**config.mk**
```make
export PLATFORM = sky130hd
export DESIGN_NAME = uart_irq_ident
export DESIGN_NICKNAME = d
export VERILOG_FILES = /design/src/rtl/uart_irq_pkg.sv /design/src/rtl/uart_irq_ier_reg.sv /design/src/rtl/uart_irq_thre_track.sv /design/src/rtl/uart_irq_prio.sv /design/src/rtl/uart_irq_ident.sv
export SDC_FILE = /design/constraint.sdc
export NUM_CORES = 1
export LEC_CHECK = 0
export BUFFER_PORTS_ARGS = -buffer_cell sky130_fd_sc_hd__buf_2
export CORE_AREA = 2 2 44 46
export DETAILED_ROUTE_END_ITERATION = 8
export DIE_AREA = 0 0 46 48
export PLACE_DENSITY_LB_ADDON = 0.2
export SYNTH_ARGS = -nofsm -noshare
export SYNTH_HDL_FRONTEND = slang
export SYNTH_HIERARCHICAL = 1
export SYNTH_SLANG_ARGS = --single-unit
```
**constraint.sdc**
```tcl
create_clock -name clk -period 3.67 [get_ports clk]
set_input_delay 0.734 -clock clk [delete_from_list [all_inputs] [get_ports clk]]
set_output_delay 0.734 -clock clk [all_outputs]
set_load 0.02 [all_outputs]
```
**src/rtl/uart_irq_pkg.sv**
```systemverilog
package uart_irq_pkg;
  localparam logic [3:0] CODE_NONE = 4'h1;
  localparam logic [3:0] CODE_LINE = 4'h6;
  localparam logic [3:0] CODE_TMO  = 4'hC;
  localparam logic [3:0] CODE_RXD  = 4'h4;
  localparam logic [3:0] CODE_THRE = 4'h2;
  localparam logic [3:0] CODE_MDM  = 4'h0;

  typedef struct packed {
    logic line;
    logic tmo;
    logic rxd;
    logic thre;
    logic mdm;
  } irq_src_t;

  // Highest enabled source wins; order is line, timeout, data, empty, modem.
  function automatic logic [3:0] pick_code(irq_src_t s);
    if (s.line)      return CODE_LINE;
    else if (s.tmo)  return CODE_TMO;
    else if (s.rxd)  return CODE_RXD;
    else if (s.thre) return CODE_THRE;
    else if (s.mdm)  return CODE_MDM;
    else             return CODE_NONE;
  endfunction

  function automatic logic [1:0] fifo_flags(logic en);
    return en ? 2'b11 : 2'b00;
  endfunction
endpackage

```
**src/rtl/uart_irq_ier_reg.sv**
```systemverilog
module uart_irq_ier_reg (
  input  logic       clk,
  input  logic       rst_n,
  input  logic       wr_en,
  input  logic [3:0] wr_data,
  output logic [3:0] ier_q,
  output logic       thre_en_rise,
  output logic       thre_en_drop
);
  assign thre_en_rise = wr_en && wr_data[1] && !ier_q[1];
  assign thre_en_drop = wr_en && !wr_data[1];

  always_ff @(posedge clk) begin
    if (!rst_n)     ier_q <= 4'h0;
    else if (wr_en) ier_q <= wr_data;
  end
endmodule

```
**src/rtl/uart_irq_thre_track.sv**
```systemverilog
module uart_irq_thre_track (
  input  logic clk,
  input  logic rst_n,
  input  logic en_rise,
  input  logic en_drop,
  input  logic lsr_thre,
  input  logic empty_evt,
  input  logic read_hit,
  output logic pend
);
  logic pend_d;

  always_comb begin
    pend_d = pend;
    if (en_drop)                    pend_d = 1'b0;
    else if (en_rise && lsr_thre)   pend_d = 1'b1;
    else if (empty_evt)             pend_d = 1'b1;
    else if (read_hit)              pend_d = 1'b0;
  end

  always_ff @(posedge clk) begin
    if (!rst_n) pend <= 1'b0;
    else        pend <= pend_d;
  end
endmodule

```
**src/rtl/uart_irq_prio.sv**
```systemverilog
module uart_irq_prio
  import uart_irq_pkg::*;
#(
  parameter int CNT_W = 5
) (
  input  logic [3:0]       ier,
  input  logic [3:0]       lsr_err,
  input  logic             lsr_dr,
  input  logic             fifo_en,
  input  logic [CNT_W-1:0] rx_count,
  input  logic [CNT_W-1:0] rx_trig,
  input  logic             char_timeout,
  input  logic             thre_pend,
  input  logic [3:0]       msr_delta,
  output logic [3:0]       code
);
  irq_src_t src;
  logic     level_ok;

  assign level_ok = !fifo_en || (rx_count >= rx_trig);

  always_comb begin
    src.line = ier[2] && (|lsr_err);
    src.tmo  = ier[0] && char_timeout;
    src.rxd  = ier[0] && lsr_dr && level_ok;
    src.thre = ier[1] && thre_pend;
    src.mdm  = ier[3] && (|msr_delta);
    code     = pick_code(src);
  end
endmodule

```
**src/rtl/uart_irq_ident.sv**
```systemverilog
module uart_irq_ident
  import uart_irq_pkg::*;
#(
  parameter int FIFO_DEPTH = 16,
  localparam int CNT_W = $clog2(FIFO_DEPTH + 1)
) (
  input  logic             clk,
  input  logic             rst_n,
  input  logic             ier_wr_en,
  input  logic [3:0]       ier_wr_data,
  output logic [3:0]       ier_q,
  input  logic             iir_rd_en,
  input  logic             thr_empty_evt,
  input  logic             lsr_thre,
  input  logic [3:0]       lsr_err,
  input  logic             lsr_dr,
  input  logic             fifo_en,
  input  logic [CNT_W-1:0] rx_count,
  input  logic [CNT_W-1:0] rx_trig,
  input  logic             char_timeout,
  input  logic [3:0]       msr_delta,
  output logic [7:0]       iir,
  output logic             irq
);
  logic       thre_en_rise;
  logic       thre_en_drop;
  logic       thre_pend;
  logic       read_hit;
  logic [3:0] code_now;
  logic [7:0] iir_q;
  logic       irq_q;

  uart_irq_ier_reg u_ier (
    .clk(clk), .rst_n(rst_n), .wr_en(ier_wr_en), .wr_data(ier_wr_data),
    .ier_q(ier_q), .thre_en_rise(thre_en_rise), .thre_en_drop(thre_en_drop)
  );

  // Acknowledge only when the value being read reports the empty code.
  assign read_hit = iir_rd_en && (iir_q[3:0] == CODE_THRE);

  uart_irq_thre_track u_thre (
    .clk(clk), .rst_n(rst_n), .en_rise(thre_en_rise), .en_drop(thre_en_drop),
    .lsr_thre(lsr_thre), .empty_evt(thr_empty_evt), .read_hit(read_hit),
    .pend(thre_pend)
  );

  uart_irq_prio #(.CNT_W(CNT_W)) u_prio (
    .ier(ier_q), .lsr_err(lsr_err), .lsr_dr(lsr_dr), .fifo_en(fifo_en),
    .rx_count(rx_count), .rx_trig(rx_trig), .char_timeout(char_timeout),
    .thre_pend(thre_pend), .msr_delta(msr_delta), .code(code_now)
  );

  always_ff @(posedge clk) begin
    if (!rst_n) begin
      iir_q <= {4'h0, CODE_NONE};
      irq_q <= 1'b0;
    end else begin
      iir_q <= {fifo_flags(fifo_en), 2'b00, code_now};
      irq_q <= (code_now != CODE_NONE);
    end
  end

  assign iir = iir_q;
  assign irq = irq_q;
endmodule

```
==> key figures <==
Power
  • Leak: 0.486 nW
  • Cell-internal power: 203 µW
  • Peak supply drop: 154 µV
  • Sw frac: 28.1%
  • Logic gate share of total power: 24.5%
  • Sequential power share: 47.0%
  • Clk pwr share: 28.6%
  • Psw: 79.2 µW
  • Pwr dens: 325 nW/µm²

Synthesis
  • Yosys top cell area share: 34.1%
  • Syn_area_per_cell: 9.36 µm²
  • Top cells by area, synth: dfxtp_1 (34%), ha_1 (9.7%), mux2i_1 (6.2%), inv_1 (5.8%), nor2b_1 (5.8%)
  • Fraction of registers with async set/reset: 0%
  • Sequential-to-total area share from yosys stat: 34.1%
  • EDFF count, synth: 0
  • Post-synthesis cell area: 646 µm²
  • Netlist cell types: 26
  • Post-synthesis cell count: 69
  • Commonest register cell after synthesis: dfxtp_1
  • FF+latch count, synth: 11
  • Post-synth top area cell: dfxtp_1
  • Syn. warnings: 6

Floorplanning
  • IO Pins: 44
  • Core area: 1690 µm²
  • Row cnt: 15
  • Die Height: 48 µm
  • Die ar.: 2210 µm²
  • Die Width: 46 µm
  • Starting Density: 38.2%

Drt
  • Remaining DRCs: 0
  • Final Routed Wirelength: 1270 µm
  • DRT iter0 DRCs: 1
  • DR vias/cell: 4.69
  • Via count: 600
  • Final ANT Viol Nets: 0
  • Drt wl/cell: 9.92 µm
  • DR pass1 iterations: 3

Worst setup path
  • Crit path DAT: 2300 ps
  • CP Launch Type: input pin
  • WS Path Type: in -> reg
  • Reg2reg setup slack: 2080 ps
  • Critical Path Sink Type: register
  • Worst-path fanout max: 3
  • R2R Path Start: u_ier/ier_q[0]$_SDFFE_PN0P_
  • Cell depth of the worst flop-to-flop path: 5
  • Req. time, crit path: 3820 ps
  • Reg2reg end: irq$_SDFF_PN0_

Place
  • Number of buffers inserted by port buffering: 41
  • DP Wirelength: 1080 µm
  • DP Worst Slack: 1230 ps
  • RePlAce Congestion: 0.660

GRT
  • First-pass GRT wire length: 1770 µm
  • Grt ovf: 0
  • Number of global-route vias before repair: 486
  • Initial antenna violation count: 0
  • Total track usage: 11.5%
  • Largest net degree at the start of global routing: 12

Clock network
  • Post_cts resized: 0
  • CTS tree: done
  • H-tree levels: 1
  • CTS max path bufs: 2
  • Clock sinks: 11
  • Clock slew at reported path FFs: 70 ps
  • CTS root buf: clkbuf_4
  • CTS Hold Bufs: 0
  • Setup bufs post-CTS: 0
  • TritonCTS Buffers: 3
  • Worst-Skew Late Latency: 260 ps

STA
  • Fin. max-slew vios: 0
  • Setup Total Neg Slack: 0 ps
  • Final WS setup: 1520 ps
  • RSZ-0062 raised after global routing: no
  • Tmin final: 2150 ps
  • Hold WS: 537 ps
  • Clock Skew: 4.34 ps
  • FMAX: 465 MHz
  • Final hold violations: 0
  • Tcrit/Tclk final: 58.6%
  • Setup Viol. Count Final: 0

Worst hold path
  • Worst Hold End: u_thre/pend$_SDFFE_PP0P_
  • Type of the worst min-delay path: reg -> reg
  • Hold path depth: 2
  • Min-Delay Startpoint: u_thre/pend$_SDFFE_PP0P_

Run
  • MaxCap Viol Count: 0

Final layout
  • Nets: 148
  • Ant diodes: 0
  • Share of cells above drive strength 1: 45.0%
  • Area growth, synth to finish: 34.5%
  • Fill cells: 176
  • Fin util: 51.4%

Run status
  • Run status: completed
[how the worst max path moves through the flow]
stage	end	start
2_1_floorplan	irq$_SDFF_PN0_	rx_trig[2]
3_3_place_gp	irq$_SDFF_PN0_	rx_count[2]
3_5_place_dp	irq$_SDFF_PN0_	rx_count[2]
4_1_cts	irq$_SDFF_PN0_	rx_count[2]
5_1_grt	irq$_SDFF_PN0_	rx_trig[2]
6_report	irq$_SDFF_PN0_	rx_count[2]
[per-stage QoR]
step	area, µm²	cells	total power [mW]
6_report	868	128	0.282
5_1_grt	868	128	0.299
4_1_cts	868	128	0.288
3_5_place_dp	842	124	0.205
3_3_place_gp	842	124	0.204
2_1_floorplan	649	70	0.178
[cell usage in the layout, fill, tap and decap left out, types with 2 or more instances in the layout]
cell / instances
dfxtp_1: 11
mux2i_1: 4
and2_1: 5
inv_1: 10
ha_1: 5
conb_1: 2
nor2b_1: 6
clkbuf_4: 3
buf_2: 41
nand2_1: 7
[flip-flops by register name, indices dropped and copies added, names as in the netlist]
register     flops
iir              5
irq              1
u_ier/ier_q      4
u_thre/pend      1
[power groups by stage]
stage	Clock [mW]	Combinational, mW	Sequential [mW]
detailed placement	0	0.0698	0.135
CTS	0.0852	0.0704	0.133
finish	0.0807	0.0690	0.133
global placement	0	0.0684	0.135
floorplan	0	0.0340	0.144
global route	0.0884	0.0772	0.134
[cell type report]
cell class	instances	area, µm²	share of cell area (%)
sequential	11	220	25.4
tap	17	21.3	2.45
multi-input combinational	45	358	41.2
timing repair buffer	41	205	23.6
clock buffer	4	26.3	3.03
inverter	10	37.5	4.32
[worst max-delay path, cell delays in order]
cell and delay (ps):
buf_2 100, ha_1 310, a21oi_2 120, o21ai_1 80
a311oi_2 300, and4_1 230, inv_1 50, o41a_1 380
[cell families (layout without fill, tap and decap cells)]
logic type	count (synthesis)	in the layout	synth area share [%]
DFF	11	11	34.1
and+or+nand+nor	25	25	22.9
other	1	2	0.581
muxes	4	4	6.20
adders and majority gates	5	5	9.69
AOI/OAI and AO/OA	9	9	15.5
buffers and inverters	14	55	11.0
[synthesized netlist by cell type (all sizes together), types with 2 or more instances]
master,instances
and2,6
o41ai,2
dfxtp,11
nand2,7
nor2b,6
inv,10
a311oi,2
mux2i,4
ha,5
buf,4
[routing by layer]
layer  GRT usage, %  wire [µm]
met2           21.1        631
met3           1.13        130
met4           8.57          0
met1           12.1        508
met5              0          0
Power figures use the tool's default switching activity.
